$ cat src/rtl/alu_pkg.sv
package alu_pkg;

   typedef enum logic [3:0] {
      OP_ADD   = 4'd0,
      OP_SUBF  = 4'd1,
      OP_NEG   = 4'd2,
      OP_ADDI  = 4'd3,
      OP_ADDIS = 4'd4,
      OP_SRA   = 4'd5,
      OP_CMP   = 4'd6,
      OP_MCRX  = 4'd7
   } alu_op_e;

   localparam int XER_W = 3;
   localparam int CR_W  = 4;
   localparam int XER_SO = 2;
   localparam int XER_OV = 1;
   localparam int XER_CA = 0;

endpackage

$ cat src/rtl/alu_adder.sv
module alu_adder #(
   parameter int W = 32
) (
   input  logic [W-1:0] x,
   input  logic [W-1:0] y,
   input  logic         cin,
   output logic [W-1:0] sum,
   output logic         cout,
   output logic         ovf
);
   generate
      if (W < 2) begin : g_bad_w
         $error("alu_adder: W must be at least 2");
      end
   endgenerate

   logic [W:0] full;
   logic       c_into_msb;

   assign full       = {1'b0, x} + {1'b0, y} + {{W{1'b0}}, cin};
   assign sum        = full[W-1:0];
   assign cout       = full[W];
   assign c_into_msb = x[W-1] ^ y[W-1] ^ sum[W-1];
   assign ovf        = cout ^ c_into_msb;
endmodule

$ cat src/rtl/alu_sra.sv
module alu_sra #(
   parameter int W = 32,
   localparam int SH_W = $clog2(W)
) (
   input  logic [W-1:0]    a,
   input  logic [SH_W-1:0] amt,
   output logic [W-1:0]    res,
   output logic            ca
);
   generate
      if ((1 << SH_W) != W) begin : g_bad_w
         $error("alu_sra: W must be a power of two");
      end
   endgenerate

   logic [SH_W:0][W-1:0] stg;
   logic [SH_W:0]        lost;

   assign stg[0]  = a;
   assign lost[0] = 1'b0;

   generate
      for (genvar i = 0; i < SH_W; i++) begin : g_stage
         localparam int D = 1 << i;
         assign stg[i+1]  = amt[i] ? {{D{a[W-1]}}, stg[i][W-1:D]} : stg[i];
         assign lost[i+1] = lost[i] | (amt[i] & (|stg[i][D-1:0]));
      end
   endgenerate

   assign res = stg[SH_W];
   assign ca  = a[W-1] & lost[SH_W];
endmodule

$ cat src/rtl/alu_flagreg.sv
module alu_flagreg
   import alu_pkg::*;
(
   input  logic             clk,
   input  logic             rst_n,
   input  logic             upd,
   input  logic             mcr,
   input  logic             ca_we,
   input  logic             ca_nx,
   input  logic             ov_we,
   input  logic             ov_nx,
   input  logic             cr_we,
   input  logic [2:0]       cr_lo,
   input  logic             xw_en,
   input  logic [XER_W-1:0] xw_data,
   output logic [XER_W-1:0] xer_q,
   output logic [CR_W-1:0]  cr_q
);
   logic [XER_W-1:0] xer_d;
   logic [CR_W-1:0]  cr_d;

   always_comb begin
      xer_d = xer_q;
      cr_d  = cr_q;
      if (xw_en) begin
         xer_d = xw_data;
      end else if (upd) begin
         if (mcr) begin
            cr_d  = {1'b0, xer_q[XER_CA], xer_q[XER_OV], xer_q[XER_SO]};
            xer_d = '0;
         end else begin
            if (ca_we) xer_d[XER_CA] = ca_nx;
            if (ov_we) begin
               xer_d[XER_OV] = ov_nx;
               if (ov_nx) xer_d[XER_SO] = 1'b1;
            end
            if (cr_we) cr_d = {xer_d[XER_SO], cr_lo};
         end
      end
   end

   always_ff @(posedge clk or negedge rst_n) begin
      if (!rst_n) begin
         xer_q <= '0;
         cr_q  <= '0;
      end else begin
         xer_q <= xer_d;
         cr_q  <= cr_d;
      end
   end

   p_so_sticky_r4: assert property (@(posedge clk) disable iff (!rst_n)
      (xer_q[XER_SO] && !xw_en && !(upd && mcr)) |=> xer_q[XER_SO]);

   p_ov_sets_so_r3: assert property (@(posedge clk) disable iff (!rst_n)
      (upd && !xw_en && !mcr && ov_we && ov_nx) |=> (xer_q[XER_SO] && xer_q[XER_OV]));

   p_cr_hold_r6: assert property (@(posedge clk) disable iff (!rst_n)
      (xw_en || !upd || (!cr_we && !mcr)) |=> $stable(cr_q));

   p_direct_write_r9: assert property (@(posedge clk) disable iff (!rst_n)
      xw_en |=> (xer_q == $past(xw_data)));

   p_mcr_clears_r8: assert property (@(posedge clk) disable iff (!rst_n)
      (upd && mcr && !xw_en) |=> (xer_q == '0));
endmodule

$ cat src/rtl/int_alu_flags.sv
module int_alu_flags
   import alu_pkg::*;
#(
   parameter int DATA_W = 32,
   parameter int IMM_W  = 16
) (
   input  logic              clk,
   input  logic              rst_n,
   input  logic              issue,
   input  logic [3:0]        opc,
   input  logic [DATA_W-1:0] opa,
   input  logic [DATA_W-1:0] opb,
   input  logic [IMM_W-1:0]  imm,
   input  logic              rec_ca,
   input  logic              use_ca,
   input  logic              rec_ov,
   input  logic              upd_cr,
   input  logic              xw_en,
   input  logic [2:0]        xw_data,
   output logic [DATA_W-1:0] result,
   output logic [2:0]        xer_q,
   output logic [3:0]        cr_q
);
   localparam int SH_W = $clog2(DATA_W);
   localparam int LO_W = DATA_W - IMM_W;

   generate
      if (DATA_W <= IMM_W) begin : g_bad_imm
         $error("int_alu_flags: DATA_W must exceed IMM_W");
      end
   endgenerate

   logic is_add, is_subf, is_neg, is_addi, is_addis, is_sra, is_cmp, is_mcr;
   logic arith, imm_op, res_op, accept;

   assign is_add   = (opc == OP_ADD);
   assign is_subf  = (opc == OP_SUBF);
   assign is_neg   = (opc == OP_NEG);
   assign is_addi  = (opc == OP_ADDI);
   assign is_addis = (opc == OP_ADDIS);
   assign is_sra   = (opc == OP_SRA);
   assign is_cmp   = (opc == OP_CMP);
   assign is_mcr   = (opc == OP_MCRX);
   assign arith    = is_add | is_subf | is_neg;
   assign imm_op   = is_addi | is_addis;
   assign res_op   = arith | imm_op | is_sra;
   assign accept   = issue & (res_op | is_cmp | is_mcr);

   logic [DATA_W-1:0] add_x, add_y, add_sum, sra_res;
   logic              add_ci, add_co, add_ov, sra_ca;

   always_comb begin
      add_x  = opa;
      add_y  = opb;
      add_ci = 1'b0;
      case (opc)
         OP_ADD:   add_ci = use_ca ? xer_q[XER_CA] : 1'b0;
         OP_SUBF: begin
            add_x  = ~opa;
            add_ci = use_ca ? xer_q[XER_CA] : 1'b1;
         end
         OP_NEG: begin
            add_x  = ~opa;
            add_y  = '0;
            add_ci = 1'b1;
         end
         OP_ADDI:  add_y = {{LO_W{imm[IMM_W-1]}}, imm};
         OP_ADDIS: add_y = {imm, {LO_W{1'b0}}};
         default: ;
      endcase
   end

   alu_adder #(.W(DATA_W)) u_adder (
      .x    (add_x),
      .y    (add_y),
      .cin  (add_ci),
      .sum  (add_sum),
      .cout (add_co),
      .ovf  (add_ov)
   );

   alu_sra #(.W(DATA_W)) u_sra (
      .a   (opa),
      .amt (opb[SH_W-1:0]),
      .res (sra_res),
      .ca  (sra_ca)
   );

   assign result = is_sra ? sra_res : ((arith | imm_op) ? add_sum : '0);

   logic       cmp_lt, cmp_eq, res_lt, res_eq;
   logic [2:0] cr_lo;

   assign cmp_lt = $signed(opa) < $signed(opb);
   assign cmp_eq = (opa == opb);
   assign res_lt = result[DATA_W-1];
   assign res_eq = (result == '0);
   assign cr_lo  = is_cmp ? {cmp_eq, ~cmp_lt & ~cmp_eq, cmp_lt}
                          : {res_eq, ~res_lt & ~res_eq, res_lt};

   logic ca_we, ca_nx, ov_we, cr_we;

   assign ca_we = (arith & rec_ca) | ((is_add | is_subf) & use_ca) | is_sra;
   assign ca_nx = is_sra ? sra_ca : add_co;
   assign ov_we = arith & rec_ov;
   assign cr_we = upd_cr & (res_op | is_cmp);

   alu_flagreg u_flags (
      .clk     (clk),
      .rst_n   (rst_n),
      .upd     (accept),
      .mcr     (is_mcr),
      .ca_we   (ca_we),
      .ca_nx   (ca_nx),
      .ov_we   (ov_we),
      .ov_nx   (add_ov),
      .cr_we   (cr_we),
      .cr_lo   (cr_lo),
      .xw_en   (xw_en),
      .xw_data (xw_data),
      .xer_q   (xer_q),
      .cr_q    (cr_q)
   );

   p_cmp_keeps_xer_r7: assert property (@(posedge clk) disable iff (!rst_n)
      (issue && !xw_en && opc == OP_CMP) |=> $stable(xer_q));

   p_cmp_onehot_r7: assert property (@(posedge clk) disable iff (!rst_n)
      (issue && !xw_en && upd_cr && opc == OP_CMP) |=> ($countones(cr_q[2:0]) == 1));

   p_no_carry_record_r2: assert property (@(posedge clk) disable iff (!rst_n)
      (issue && !xw_en && (opc == OP_ADD || opc == OP_SUBF) && !rec_ca && !use_ca)
      |=> $stable(xer_q[XER_CA]));
endmodule

$ cat config.mk
export PLATFORM = sky130hd
export DESIGN_NAME = int_alu_flags
export DESIGN_NICKNAME = d
export VERILOG_FILES = /design/src/rtl/alu_pkg.sv /design/src/rtl/alu_adder.sv /design/src/rtl/alu_sra.sv /design/src/rtl/alu_flagreg.sv /design/src/rtl/int_alu_flags.sv
export SDC_FILE = /design/constraint.sdc
export NUM_CORES = 1
export LEC_CHECK = 0
export BUFFER_PORTS_ARGS = -buffer_cell sky130_fd_sc_hd__buf_2
export CORE_ASPECT_RATIO = 1.25
export CORE_UTILIZATION = 58
export DETAILED_ROUTE_END_ITERATION = 12
export GPL_TIMING_DRIVEN = 0
export PLACE_DENSITY = 0.84
export REMOVE_ABC_BUFFERS = 1
export SLEW_MARGIN = 25
export SYNTH_ARGS = -nofsm -noshare
export SYNTH_HDL_FRONTEND = slang
export SYNTH_HIERARCHICAL = 1
export SYNTH_SLANG_ARGS = --single-unit
$ cat constraint.sdc
create_clock -name clk -period 6.7 [get_ports clk]
set_input_delay 0 -clock clk [delete_from_list [all_inputs] [get_ports clk]]
set_output_delay 0 -clock clk [all_outputs]
set_load 0.05 [all_outputs]
==> out/results.ini <==
[cells_and_area]
stdcell_count = 1045
final_common_cell = buf_2
drive_gt1_share_pct = 24.0
antenna_cells = 0
nets = 1074
area_delta_synth_final_pct = 11.4
n_fill_cell = 934
post-route-util_pct = 67.4
final_cell_mix = 132 x buf_2, 87 x nand2_1, 63 x ha_1, 56 x a21oi_1, 52 x xnor2_1

[sta]
setup_slack_ns = 0.604
fin_crit_sh_pct = 91.0
worstMarginPinSlew_ns = 1.01
setup-violations-final = 0
slew_headroom_pct = 32.4
fmax_mhz = 164
hold_ws_ns = 0.0122
rsz0062_at_grt = no
hold_viol_final = 0
layout_min_cycle_time_ns = 6.10
maxSlewViolCount = 0
fin_worst_skew_ns = 0.000501
finalSetupTns_ns = 0

[die]
rows = 42
core_um2 = 10800
die_w_um = 96.8
dieHeight_um = 121
dieArea_um2 = 11700
io_pins = 134
initial_core_util_pct = 60.5

[global_routing]
met3_usage_pct = 2.02
grtUsageMet2_pct = 59.3
grt_pass1_vias = 6548
use_met1_pct = 49.0
busiest_layer = met2
grt_overflow = 0
grt_pass1_wl_mm = 34.2
antenna_found_initial = 0
grt_max_degree = 43
grt_usage_pct = 36.4

[clock_network]
numCtsBuffers = 3
cts-root-buf = clkbuf_16
cts_tree = built
clock_latency_ns = 0.23
clk_pin_slew_ns = 0.04
htreeDepth = 1
clockBufferDepth = 2
clock_sinks = 7
post_cts_resized = 0

[worst_setup_path]
critical_path_class = in -> reg
critical_path.endpoint_type = register
crit_path_max_incr_delay_ns = 0.70
crit_start = opc[3]
crit_path_end = u_flags/cr_q[1]
startpoint_type = primary input
slowest_stage = nor2_1
r2r-start = u_flags/xer_q[0]
critPathMaxFanout = 22
rrSetupSlack_ns = 1.22
crit_path_cell_trace = buf_2 -> nor2_1 -> o21ai_4 -> buf_16 -> buf_16 -> xnor2_1 -> fa_1 -> fa_1 -> a21o_2 -> a31oi_2 -> o221ai_4 -> a311oi_4 -> o31ai_1 -> a31oi_1 -> o21bai_1 -> xor2_1 -> nor4_1 -> nand4_1 -> a22oi_1 -> nand4b_1 -> nor3_2 -> o32ai_1 -> mux2_1 -> mux2_4
reg2reg_to = u_flags/cr_q[1]
worstPathArrival_ns = 6.21
reg2reg_depth = 21
worstPathRequired_ns = 6.81

[yosys]
syn-cell-area_um2 = 6520
syn_avg_cell_area_um2 = 7.90
synth_edf_count = 0
yosys_most_used_dff = dfrtp_1
async_reset_ff_share_pct = 100
synth_cells = 825
seq_area_frac_synth_pct = 2.69
synth_seq_cells = 7
synthDistinctLibCells = 85
yosysWarnings = 6

[routing]
drt-initial-drc-count = 828
drtPass1Iterations = 5
wl_per_cell_um = 21.0
routed_wl_mm = 22.0
viasPerCell = 7.00
route.detailed.drc = 0
via_count = 7313
ant_nets = 0

[place]
gp_congestion = 0.990
portBuffers = 133
dp_cells = 1039
dp_hpwl_mm = 17.6
post-place-ws_ns = 0.496

[pwr]
p_leak_nw = 3.32
p_per_area_nw_per_um2 = 161
peakVddDrop_v = 0.0000930

[status]
status = completed

[run]
max_cap_viol_count = 0

[hold_path]
hold_path.class = in -> reg

==> cell families (layout without fill, tap and decap cells) <==
kind of cell,after synthesis,count (layout),share of synthesized area (%)
compound gates,268,268,29.0
flops,7,7,2.69
fa+ha+maj,65,65,12.7
buf+inv,99,187,7.08
mux,69,69,19.6
simple gates,255,255,20.6
xor+xnor,62,62,8.33
==> report_power, final <==
part / internal, mW / switching (mW) / total, mW / leakage, nW
sequential: 0.0505 / 0.00641 / 0.0570 / 0.0854
combinational: 0.372 / 0.635 / 1.01 / 3.19
clock: 0.0793 / 0.0239 / 0.103 / 0.0382
==> flip-flops by register name, indices dropped and copies added (netlist names) <==
name           cells
u_flags/xer_q      3
u_flags/cr_q       4
==> worst max-delay path: cells and delay by family <==
family,cells,cell delay [ns]
AOI/OAI and AO/OA,10,2.09
xor gates and xnor gates,2,0.36
muxes,2,0.56
buffers and inverters,3,0.65
adders and majority gates,2,0.89
and+or+nand+nor,5,1.62
==> repair_timing <==
item                      4_1_cts  5_1_grt
buffers inserted                0        0
hold endpoints to repair        8        0
hold buffers                    2        0
==> routing by layer <==
metal,part of all wire (%),vias to the layer above,wire length (µm)
li1,-,3346,-
met1,40,3381,8850
met2,45,504,9950
met3,8.6,82,1900
met4,5.8,0,1280
met5,0,-,0
==> area by class of cell <==
cell class / count / area [µm²] / area share [%]
Inverter: 45 / 169 / 2.33
Multi-Input combinational cell: 719 / 5920 / 81.5
Timing Repair Buffer: 138 / 754 / 10.4
Clock buffer: 4 / 78.8 / 1.09
Tap cell: 132 / 165 / 2.27
Sequential cell: 7 / 175 / 2.41
==> cells in the mapped netlist (4+ instances only) <==
| library cell | instances | area share, % |
|---|---|---|
| mux4_2 | 38 | 13 |
| o21a_1 | 5 | 0.58 |
| ha_1 | 63 | 12 |
| mux4_1 | 5 | 2.0 |
| inv_1 | 41 | 2.4 |
| nand3_1 | 24 | 1.8 |
| o21ai_1 | 18 | 1.4 |
| a31oi_1 | 4 | 0.38 |
| buf_6 | 8 | 1.4 |
| o21ai_0 | 41 | 3.1 |
| nor4_1 | 12 | 1.2 |
| a211o_1 | 6 | 0.81 |
| a22oi_1 | 16 | 1.8 |
| and3_1 | 8 | 0.77 |
| buf_2 | 12 | 0.92 |
| a22o_1 | 32 | 4.3 |
| dfrtp_1 | 7 | 2.7 |
| and2_1 | 8 | 0.77 |
| o31ai_1 | 4 | 0.46 |
| nor2b_1 | 17 | 1.6 |
| clkbuf_1 | 26 | 1.5 |
| nor4b_1 | 8 | 1.1 |
| nor2_1 | 36 | 2.1 |
| nand2_1 | 88 | 5.1 |
| buf_1 | 4 | 0.23 |
| mux2i_1 | 12 | 1.8 |
| nand2b_1 | 18 | 1.7 |
| a21oi_1 | 56 | 4.3 |
| a221o_1 | 9 | 1.4 |
| buf_4 | 4 | 0.46 |
| nor3_1 | 4 | 0.31 |
| xnor2_1 | 52 | 7.0 |
| mux2_2 | 8 | 1.4 |
| xor2_1 | 10 | 1.3 |
| o41ai_1 | 4 | 0.54 |
| nand4_1 | 13 | 1.2 |
| a21o_1 | 28 | 3.2 |
==> worst min-delay path by stage <==
stage               startpoint          endpoint  slack (ns)  cells after the start
finish              xw_data[0]  u_flags/xer_q[0]        0.01                      3
global route        xw_data[0]  u_flags/xer_q[0]        0.03                      3
CTS                 xw_data[0]  u_flags/xer_q[0]        0.02                      3
detailed placement       rst_n  u_flags/xer_q[2]       -0.16                      1
global placement         rst_n  u_flags/xer_q[1]       -0.16                      1
floorplan                rst_n   u_flags/cr_q[0]       -0.30                      0
==> per-stage QoR <==
| stage | total power, mW | area, µm² |
|---|---|---|
| after floorplan | 0.763 | 6230 |
| after global placement | 1.01 | 7060 |
| after detailed placement | 1.03 | 7160 |
| after CTS | 1.14 | 7260 |
| after global routing | 1.23 | 7260 |
| final | 1.17 | 7260 |
Power figures use the tool's default switching activity.
